===== src/rtl/uart_cmd_pkg.sv =====
// Package: shared encodings for the channel command decoder.
// Assumes the action field is three bits wide and holds the codes below.
package uart_cmd_pkg;
    localparam int CMD_W = 3;
    localparam int NCMD  = 2 ** CMD_W;

    typedef enum logic [CMD_W-1:0] {
        CMD_NONE      = 3'd0,
        CMD_MR_RST    = 3'd1,
        CMD_RX_RST    = 3'd2,
        CMD_TX_RST    = 3'd3,
        CMD_ERR_CLR   = 3'd4,
        CMD_BRK_CLR   = 3'd5,
        CMD_BRK_START = 3'd6,
        CMD_BRK_STOP  = 3'd7
    } cmd_e;

    // Direction indices used for the enable-flag array
    localparam int DIR_RX = 0;
    localparam int DIR_TX = 1;
    localparam int NDIR   = 2;
endpackage


===== src/rtl/cmd_field_decode.sv =====
// Module: turns the encoded action field into a one-hot vector.
// Assumes valid is the host write strobe. When it is low, the output is all zero.
module cmd_field_decode #(
    parameter int CODE_W = 3,
    localparam int NOUT  = 2 ** CODE_W
) (
    input  logic              valid,
    input  logic [CODE_W-1:0] code,
    output logic [NOUT-1:0]   hot
);
    // One comparator per code value
    for (genvar i = 0; i < NOUT; i++) begin : g_hot
        assign hot[i] = valid && (code == CODE_W'(i));
    end
endmodule


===== src/rtl/dir_enable.sv =====
// Module: persistent enable flag for one direction (receiver or transmitter).
// Assumes the off requests (disable bit, reset command) win over the enable bit.
// Also exports the value the flag takes on the next edge.
module dir_enable (
    input  logic clk,
    input  logic rst_n,
    input  logic wr,
    input  logic en_req,
    input  logic dis_req,
    input  logic force_off,
    output logic en_nxt_o,
    output logic en_o
);
    logic en_q;

    // Next-state rule: an off request beats the enable bit
    always_comb begin
        en_nxt_o = en_q;
        if (wr) begin
            if (dis_req || force_off) en_nxt_o = 1'b0;
            else if (en_req)          en_nxt_o = 1'b1;
        end
    end

    // Flag register with synchronous active-low reset
    always_ff @(posedge clk) begin
        if (!rst_n) en_q <= 1'b0;
        else        en_q <= en_nxt_o;
    end

    assign en_o = en_q;


    dis_wins_chk: assert property (@(posedge clk) disable iff (!rst_n)
        (wr && dis_req) |=> !en_o);

    force_off_chk: assert property (@(posedge clk) disable iff (!rst_n)
        (wr && force_off) |=> !en_o);

    hold_chk: assert property (@(posedge clk) disable iff (!rst_n)
        (!wr && rst_n) |=> $stable(en_o));
endmodule


===== src/rtl/mr_ptr.sv =====
// Module: mode-register pointer. It starts at the first register and moves to
// the second after one access. The reset command returns it to the first.
// Assumes the reset command takes priority over an access in the same cycle.
module mr_ptr (
    input  logic clk,
    input  logic rst_n,
    input  logic ptr_rst,
    input  logic acc,
    output logic sel_o
);
    logic sel_q;

    // Pointer update: the reset command first, then an access
    always_ff @(posedge clk) begin
        if (!rst_n)       sel_q <= 1'b0;
        else if (ptr_rst) sel_q <= 1'b0;
        else if (acc)     sel_q <= 1'b1;
    end

    assign sel_o = sel_q;


    ptr_rst_chk: assert property (@(posedge clk) disable iff (!rst_n)
        ptr_rst |=> !sel_o);

    ptr_adv_chk: assert property (@(posedge clk) disable iff (!rst_n)
        (acc && !ptr_rst) |=> sel_o);
endmodule


===== src/rtl/uart_cmd_ctrl.sv =====
// Module: command decoder for one UART channel.
// It decodes a host byte into one-clock strobes and the persistent enable state.
// Assumes byte layout: bit 7 unused, bits 6:4 action code, bit 3 transmitter
// off, bit 2 transmitter on, bit 1 receiver off, bit 0 receiver on.
// All strobes and flags are registered, so they show in the cycle after the write.
module uart_cmd_ctrl
    import uart_cmd_pkg::*;
#(
    parameter int DATA_W  = 8,
    parameter int CMD_LSB = 4
) (
    input  logic              clk,
    input  logic              rst_n,
    input  logic              wr_en_i,
    input  logic [DATA_W-1:0] wr_data_i,
    input  logic              wake_mode_i,
    input  logic              mr_acc_i,
    output logic              rx_en_o,
    output logic              tx_en_o,
    output logic              mr_sel_o,
    output logic              mr_ptr_rst_o,
    output logic              rx_reset_o,
    output logic              tx_reset_o,
    output logic              err_clr_o,
    output logic              brk_chg_clr_o,
    output logic              brk_start_o,
    output logic              brk_stop_o,
    output logic              rx_hunt_o
);
    localparam int CMD_MSB  = CMD_LSB + CMD_W - 1;
    localparam int RX_ON_B  = 0;
    localparam int RX_OFF_B = 1;
    localparam int TX_ON_B  = 2;
    localparam int TX_OFF_B = 3;

    logic [NCMD-1:0] hot;
    logic [NDIR-1:0] en_req, dis_req, force_off, en_nxt, en_cur;
    logic            hunt_d;
    logic [NCMD-1:1] strobe_d, strobe_q;
    logic            rsvd_unused;

    // Bit 7 and the "none" code drive nothing
    assign rsvd_unused = wr_data_i[DATA_W-1] ^ hot[CMD_NONE];

    cmd_field_decode #(.CODE_W(CMD_W)) i_dec (
        .valid (wr_en_i),
        .code  (wr_data_i[CMD_MSB:CMD_LSB]),
        .hot   (hot)
    );

    // Per-direction request bits taken from the byte
    assign en_req[DIR_RX]    = wr_data_i[RX_ON_B];
    assign dis_req[DIR_RX]   = wr_data_i[RX_OFF_B];
    assign force_off[DIR_RX] = hot[CMD_RX_RST];
    assign en_req[DIR_TX]    = wr_data_i[TX_ON_B];
    assign dis_req[DIR_TX]   = wr_data_i[TX_OFF_B];
    assign force_off[DIR_TX] = hot[CMD_TX_RST];

    for (genvar d = 0; d < NDIR; d++) begin : g_dir
        dir_enable i_en (
            .clk       (clk),
            .rst_n     (rst_n),
            .wr        (wr_en_i),
            .en_req    (en_req[d]),
            .dis_req   (dis_req[d]),
            .force_off (force_off[d]),
            .en_nxt_o  (en_nxt[d]),
            .en_o      (en_cur[d])
        );
    end

    mr_ptr i_ptr (
        .clk     (clk),
        .rst_n   (rst_n),
        .ptr_rst (hot[CMD_MR_RST]),
        .acc     (mr_acc_i),
        .sel_o   (mr_sel_o)
    );

    // Strobe inputs: a break start needs the transmitter on after this write
    always_comb begin
        strobe_d = hot[NCMD-1:1];
        strobe_d[CMD_BRK_START] = hot[CMD_BRK_START] && en_nxt[DIR_TX];
    end

    // Receiver start-bit search request when it is switched on outside wake-up mode
    assign hunt_d = wr_en_i && en_req[DIR_RX] && !dis_req[DIR_RX]
                    && !force_off[DIR_RX] && !wake_mode_i;

    // Strobe registers: each high for the one cycle after the write
    always_ff @(posedge clk) begin
        if (!rst_n) begin
            strobe_q  <= '0;
            rx_hunt_o <= 1'b0;
        end else begin
            strobe_q  <= strobe_d;
            rx_hunt_o <= hunt_d;
        end
    end

    assign rx_en_o       = en_cur[DIR_RX];
    assign tx_en_o       = en_cur[DIR_TX];
    assign mr_ptr_rst_o  = strobe_q[CMD_MR_RST];
    assign rx_reset_o    = strobe_q[CMD_RX_RST];
    assign tx_reset_o    = strobe_q[CMD_TX_RST];
    assign err_clr_o     = strobe_q[CMD_ERR_CLR];
    assign brk_chg_clr_o = strobe_q[CMD_BRK_CLR];
    assign brk_start_o   = strobe_q[CMD_BRK_START];
    assign brk_stop_o    = strobe_q[CMD_BRK_STOP];


    strobe_onehot_chk: assert property (@(posedge clk) disable iff (!rst_n)
        $onehot0(strobe_q));

    strobe_from_write_chk: assert property (@(posedge clk) disable iff (!rst_n)
        (strobe_q != '0) |-> $past(wr_en_i));

    brk_start_tx_chk: assert property (@(posedge clk) disable iff (!rst_n)
        brk_start_o |-> tx_en_o);

    rx_reset_off_chk: assert property (@(posedge clk) disable iff (!rst_n)
        rx_reset_o |-> !rx_en_o);

    tx_reset_off_chk: assert property (@(posedge clk) disable iff (!rst_n)
        tx_reset_o |-> !tx_en_o);

    hunt_rx_on_chk: assert property (@(posedge clk) disable iff (!rst_n)
        rx_hunt_o |-> (rx_en_o && !$past(wake_mode_i)));
endmodule


===== config.mk =====
export PLATFORM = sky130hd
export DESIGN_NAME = uart_cmd_ctrl
export DESIGN_NICKNAME = d
export VERILOG_FILES = /design/src/rtl/uart_cmd_pkg.sv /design/src/rtl/cmd_field_decode.sv /design/src/rtl/dir_enable.sv /design/src/rtl/mr_ptr.sv /design/src/rtl/uart_cmd_ctrl.sv
export SDC_FILE = /design/constraint.sdc
export NUM_CORES = 1
export LEC_CHECK = 0
export BUFFER_PORTS_ARGS = -buffer_cell sky130_fd_sc_hd__buf_2
export CAP_MARGIN = 20
export CORE_AREA = 5 5 42 44
export CTS_BUF_LIST = sky130_fd_sc_hd__clkbuf_4 sky130_fd_sc_hd__clkbuf_8 sky130_fd_sc_hd__clkbuf_16
export DETAILED_ROUTE_END_ITERATION = 10
export DIE_AREA = 0 0 47 49
export PLACE_DENSITY = 0.67
export SYNTH_ARGS = -nofsm -noshare
export SYNTH_HDL_FRONTEND = slang
export SYNTH_SLANG_ARGS = --single-unit

===== constraint.sdc =====
create_clock -name clk -period 1.36 [get_ports clk]
set_input_delay 0.068 -clock clk [delete_from_list [all_inputs] [get_ports clk]]
set_output_delay 0.068 -clock clk [all_outputs]
set_load 0.01 [all_outputs]

==> flow_summary.ini, run 1 <==
[critical_path]
reg2reg_depth = 2
reg2reg_to = g_dir[1].i_en.en_o
cp.required_ns = 1.54
path_class = in2reg
crit_path_max_fanout = 2
r2r_slack_ns = 0.65
startpoint_type = input pin
endpoint_kind = register
r2r-start = g_dir[1].i_en.en_o
arrival_ns = 1.06

[yosys]
synth_cells = 38
syn_area_sq_um = 408
synth_area_leaders = dfxtp_1 54%, and4bb_4 4.0%, a2111oi_2 3.7%, nor2_1 3.7%, nor4_2 3.1%
synth.avg_cell_area_sq_um = 10.7
yosys.area.top_type = dfxtp_1
yosys_warnings = 0
synth_cell_types = 21
yosysTopAreaCellShare = 0.540
synth_seq_cells = 11
syn-num-nets = 51
synth-seq-area-share = 0.540

[clock_network]
ctsResizeCount = 0
cts_made_buffers = 3
cts-root-buf = clkbuf_4
cts_max_level = 1
cts_tree = done
cts_sinks = 11
ctsHoldBuffers = 0
post_cts_buffers = 0
clk_latency_ns = 0.26
clk_pin_slew_ns = 0.06
cts-root-to-sink-buffers = 2

[global_routing]
grt_usage = 0.0833
grt_pass1_wl_mm = 1.42
grt_max_degree = 11
antenna_found_initial = 0
grt_overflow = 0
grt_pass1_vias = 358

[hold_path]
hold_class = in2reg
worstHoldEndpoint = strobe_q[4]
hold_depth = 2
worstHoldStart = wr_data_i[4]

[power_and_ir_drop]
power_leakage_nw = 0.275
vdd_ir_drop_max_v = 0.000497
power_density_mw_per_mm2 = 1130

[floorplanning]
io_pins = 24
fp.dieArea_sq_mm = 0.00230
die_h_microns = 49
die_x_microns = 47
fp-row-count = 14
core_sq_mm = 0.00140
initial_utilization = 0.291

[placed_design]
place_congestion = 0.681
numPlacedInstances = 75
port_buffers = 22
dp_hpwl_microns = 671

[timing]
period_minus_slack_ns = 0.874
rsz0062_at_grt = false
tns_ns = 0
hold_violations = 0
worstMarginPinSlew_ns = 0.255
skew_ns = 0.0000993
fmaxAchievable_ghz = 1.14
setup_violations = 0
relSlewSlack = 0.830
finalCritPeriodShare = 0.643
slew_violations = 0

[cells_and_area]
final_common_cell = buf_2
instances_no_fill = 80
fillerInstances = 155
fin_util = 0.404
mostFrequentLayoutCells = 22 x buf_2, 11 x dfxtp_1, 4 x nor2_1, 4 x clkbuf_4
drive_above_1_share = 0.469
ff_latch_area_sq_um = 220
area_delta_synth_final_pct = 39.0
multi_input_area_sq_um = 169
fin_nets = 78
num_antenna_cells = 0

[routing]
ant_nets = 0
drt_wl_total_microns = 851
vias = 376
drc = 0
first_pass_iters = 4
wl_per_cell_microns = 10.6
via_per_inst = 4.70
initialDrtViolationCount = 4

[outcome]
status = finished clean

[run]
maxCapViolations = 0
-- how the worst max path moves through the flow --
stage                             startpoint                  to  slack (ns)  depth (start not counted)
final                           wr_data_i[1]           rx_hunt_o        0.49                          4
after global placement               wr_en_i  g_dir[0].i_en.en_o        0.53                          3
after floorplan                      wr_en_i  g_dir[0].i_en.en_o        0.64                          3
after detailed placement             wr_en_i  g_dir[0].i_en.en_o        0.51                          3
after CTS                 g_dir[1].i_en.en_o             tx_en_o        0.56                          1
after global routing            wr_data_i[1]           rx_hunt_o        0.42                          4
-- state kept, by name, summed over array words and instances, names as in the netlist --
| register | count |
|---|---|
| g_dir.i_en.en_o | 2 |
| i_ptr.sel_o | 1 |
| strobe_q | 7 |
| rx_hunt_o | 1 |
-- through the flow --
| stage | hold WS [ns] | worst slack (ns) | instance area, sq um | power, W |
|---|---|---|---|---|
| global route | 0.0506 | 0.418 | 567 | 0.000681 |
| finish | 0.0423 | 0.486 | 567 | 0.000639 |
| floorplan | 0.145 | 0.639 | 408 | 0.000380 |
| detailed placement | 0.283 | 0.514 | 527 | 0.000413 |
| CTS | 0.00612 | 0.557 | 557 | 0.000645 |
| global placement | 0.273 | 0.533 | 527 | 0.000412 |
-- final cells by class --
cell class / count / share of cell area
Clock buffer: 4 / 0.0530
Inverter: 2 / 0.0132
Multi-Input combinational cell: 24 / 0.298
Sequential cell: 11 / 0.389
Tap cell: 16 / 0.0353
Timing Repair Buffer: 23 / 0.212
-- cells by family (layout without fill, tap and decap cells) --
family / Yosys count / after routing / synth area share
AND/OR/NAND/NOR: 17 / 17 / 0.279
flip-flops: 11 / 11 / 0.540
AO/OA/AOI/OAI: 7 / 7 / 0.135
buffers and inverters: 3 / 29 / 0.0460
-- cells in the mapped netlist (all sizes together) --
library cell   n
and2b          1
a21bo          1
and2           1
nor2           4
inv            2
and4bb         1
a31oi          1
nand2          2
nor3           2
o21ai          1
nand3          1
nor4           1
nand4bb        1
dfxtp         11
a21oi          2
buf            1
nand3b         1
or2b           1
nand2b         1
a311oi         1
a2111oi        1
-- metal layers --
metal / vias up / GRT usage / share of wire
li1: 185 / - / -
met1: 169 / 0.0976 / 0.40
met2: 17 / 0.122 / 0.46
met3: 5 / 0.0295 / 0.11
met4: 0 / 0.0553 / 0.027
met5: - / 0 / 0
-- report_power, final --
part / switching, W / total [W] / internal [W]
logic: 0.0000382 / 0.0000732 / 0.0000350
registers: 0.00000301 / 0.000334 / 0.000331
clock network: 0.0000986 / 0.000232 / 0.000133
-- critical path, stage by stage --
cell,delay (ns)
dlygate4sd3_1,0.53
buf_2,0.13
nand4bb_1,0.18
nor3_1,0.14
Note: power is estimated with default switching activity, not from simulation.
==> run 2: changes to the inputs <==
- ABC_AREA: unset -> 1
- PLACE_DENSITY: 0.67 -> 0.66
- clock period: 1.36 -> 0.83 ns (I/O delays scaled with it)
==> run 2 against run 1 <==
Effect of this change:
- power up 66%
- worst setup slack worse by 0.42 ns
- largest cell class unchanged
- critical endpoint is now rx_en_o
- area after synthesis down 3.4%
- highest routed layer unchanged
==> flow_summary.ini, run 2 <==
[cells_and_area]
top_register = strobe_q
fillerInstances = 154
final_common_cell = buf_2
area_delta_synth_final_pct = 43.2
num_antenna_cells = 0
largest_reg_flops = 7
mostFrequentLayoutCells = 22 x buf_2, 11 x dfxtp_1, 8 x inv_1
final_area_sq_um = 564
ff_latch_area_sq_um = 220
multi_input_area_sq_um = 140
fin_util = 0.403
drive_above_1_share = 0.395
fin_nets = 90

[timing]
slew_violations = 0
period_minus_slack_ns = 0.766
hold_violations = 0
relSlewSlack = 0.880
finalCritPeriodShare = 0.923
tns_ns = 0
setup_violations = 0
fmaxAchievable_ghz = 1.31
worst_slack_ns = 0.0641
rsz0062_at_grt = false
skew_ns = 0.000294
worstMarginPinSlew_ns = 0.179

[routing]
via_per_inst = 4.52
drc = 0
drt_wl_total_microns = 912
ant_nets = 0
vias = 416
first_pass_iters = 4
initialDrtViolationCount = 7
wl_per_cell_microns = 9.91

[yosys]
synth_cell_types = 14
synth-seq-area-share = 0.559
synth_enable_flop_cells = 0
synth_seq_cells = 11
synth_area_leaders = dfxtp_1 56%, inv_1 7.6%, nand2_1 6.7%, nor2_1 6.7%, nand3_1 5.1%
synthFlopType = dfxtp_1
synth_cells = 49
yosysMostFrequentCell = dfxtp_1
yosys_warnings = 0
yosys.area.top_type = dfxtp_1
yosysTopAreaCellShare = 0.559
syn-num-nets = 62
synth-async-reset-ratio = 0
syn_area_sq_um = 394
synth_commonest_cells = 11 x dfxtp_1, 8 x inv_1, 7 x nand2_1, 7 x nor2_1, 4 x nand3_1
synth.avg_cell_area_sq_um = 8.04

[floorplanning]
die_x_microns = 47
die_h_microns = 49
io_pins = 24
fp-row-count = 14
fp.dieArea_sq_mm = 0.00230
initial_utilization = 0.281
core_sq_mm = 0.00140

[power_and_ir_drop]
power_density_mw_per_mm2 = 1880
vdd_ir_drop_max_v = 0.000715
power_leakage_nw = 0.310
p_total_w = 0.00106

[critical_path]
startpoint_type = register
crit_path_max_fanout = 2
cp.required_ns = 0.79
cpLargestDelayFamily = flip-flops
r2r_slack_ns = 0.19
critPathSlowestCell = dfxtp_1
slowest_delay_ns = 0.33
arrival_ns = 0.72
path_buf_inv = 1
endpoint_kind = primary output
path_class = reg2out
critical_path.cell_chain = buf_2

[clock_network]
cts-root-to-sink-buffers = 2
clk_pin_slew_ns = 0.06
cts_sinks = 11
cts-root-buf = clkbuf_4
cts_made_buffers = 3
clk_latency_ns = 0.27
cts_tree = done
cts_max_level = 1
ctsResizeCount = 0

[placed_design]
port_buffers = 22
pre_cts_ws_ns = 0.182
placed_area_sq_um = 524
place_congestion = 0.758
dp_hpwl_microns = 706

[global_routing]
grt_pass1_wl_mm = 1.52
grt_max_degree = 8
grt_overflow = 0
grt_pass1_vias = 383
antenna_found_initial = 0
grt_usage = 0.0919

[hold_path]
hold_class = in2reg

[run]
maxCapViolations = 0

[outcome]
status = finished clean
run 2: where the power goes:
part	switching [W]	internal [W]	leakage [nW]
clock	0.000175	0.000219	0.0184
sequential	0.00000466	0.000543	0.0895
combinational	0.0000702	0.0000509	0.202
total	0.000250	0.000812	0.310
run 2: stage by stage:
| step | std cells | hold WS, ns |
|---|---|---|
| floorplan | 49 | 0.113 |
| global placement | 87 | 0.259 |
| detailed placement | 87 | 0.266 |
| CTS | 92 | 0.00715 |
| global route | 92 | 0.0166 |
| finish | 92 | 0.00386 |
run 2: final cells by class:
class                           count  share of cell area
Clock buffer                        4              0.0532
Inverter                            9              0.0599
Tap cell                           16              0.0355
Multi-Input combinational cell     29               0.248
Timing Repair Buffer               23               0.213
Sequential cell                    11               0.390
run 2: path summary, 6_finish.rpt:
kind,start,to,cells past startpoint
hold / removal,wake_mode_i,rx_hunt_o,4
setup / recovery,g_dir[0].i_en.en_o,rx_en_o,1
hold reg to reg,g_dir[0].i_en.en_o,g_dir[0].i_en.en_o,2
setup reg to reg,g_dir[1].i_en.en_o,strobe_q[6],4
run 2: cells by family after synthesis:
logic type,count (synthesis),synth area share
AO/OA/AOI/OAI,5,0.0667
buffers and inverters,9,0.0857
flip-flops,11,0.559
AND/OR/NAND/NOR,24,0.289
run 2: timing repair:
| action | CTS | global route |
|---|---|---|
| hold buffers | 1 | 0 |
| endpoints found under the setup margin | 0 | 0 |
| hold endpoints to repair | 1 | 0 |
| setup buffers | 0 | 0 |
run 2: worst register-to-register path, stage by stage (launching register included):
cell,delay [ns]
dfxtp_1,0.32
inv_1,0.04
nand2_1,0.05
nand3_1,0.09
nor2_1,0.09
run 2: metal layers:
layer,track usage,up-vias,share of wire
li1,-,210,-
met1,0.113,185,0.39
met3,0.0406,5,0.089
met5,0,-,0
met2,0.124,16,0.48
met4,0.0599,0,0.037
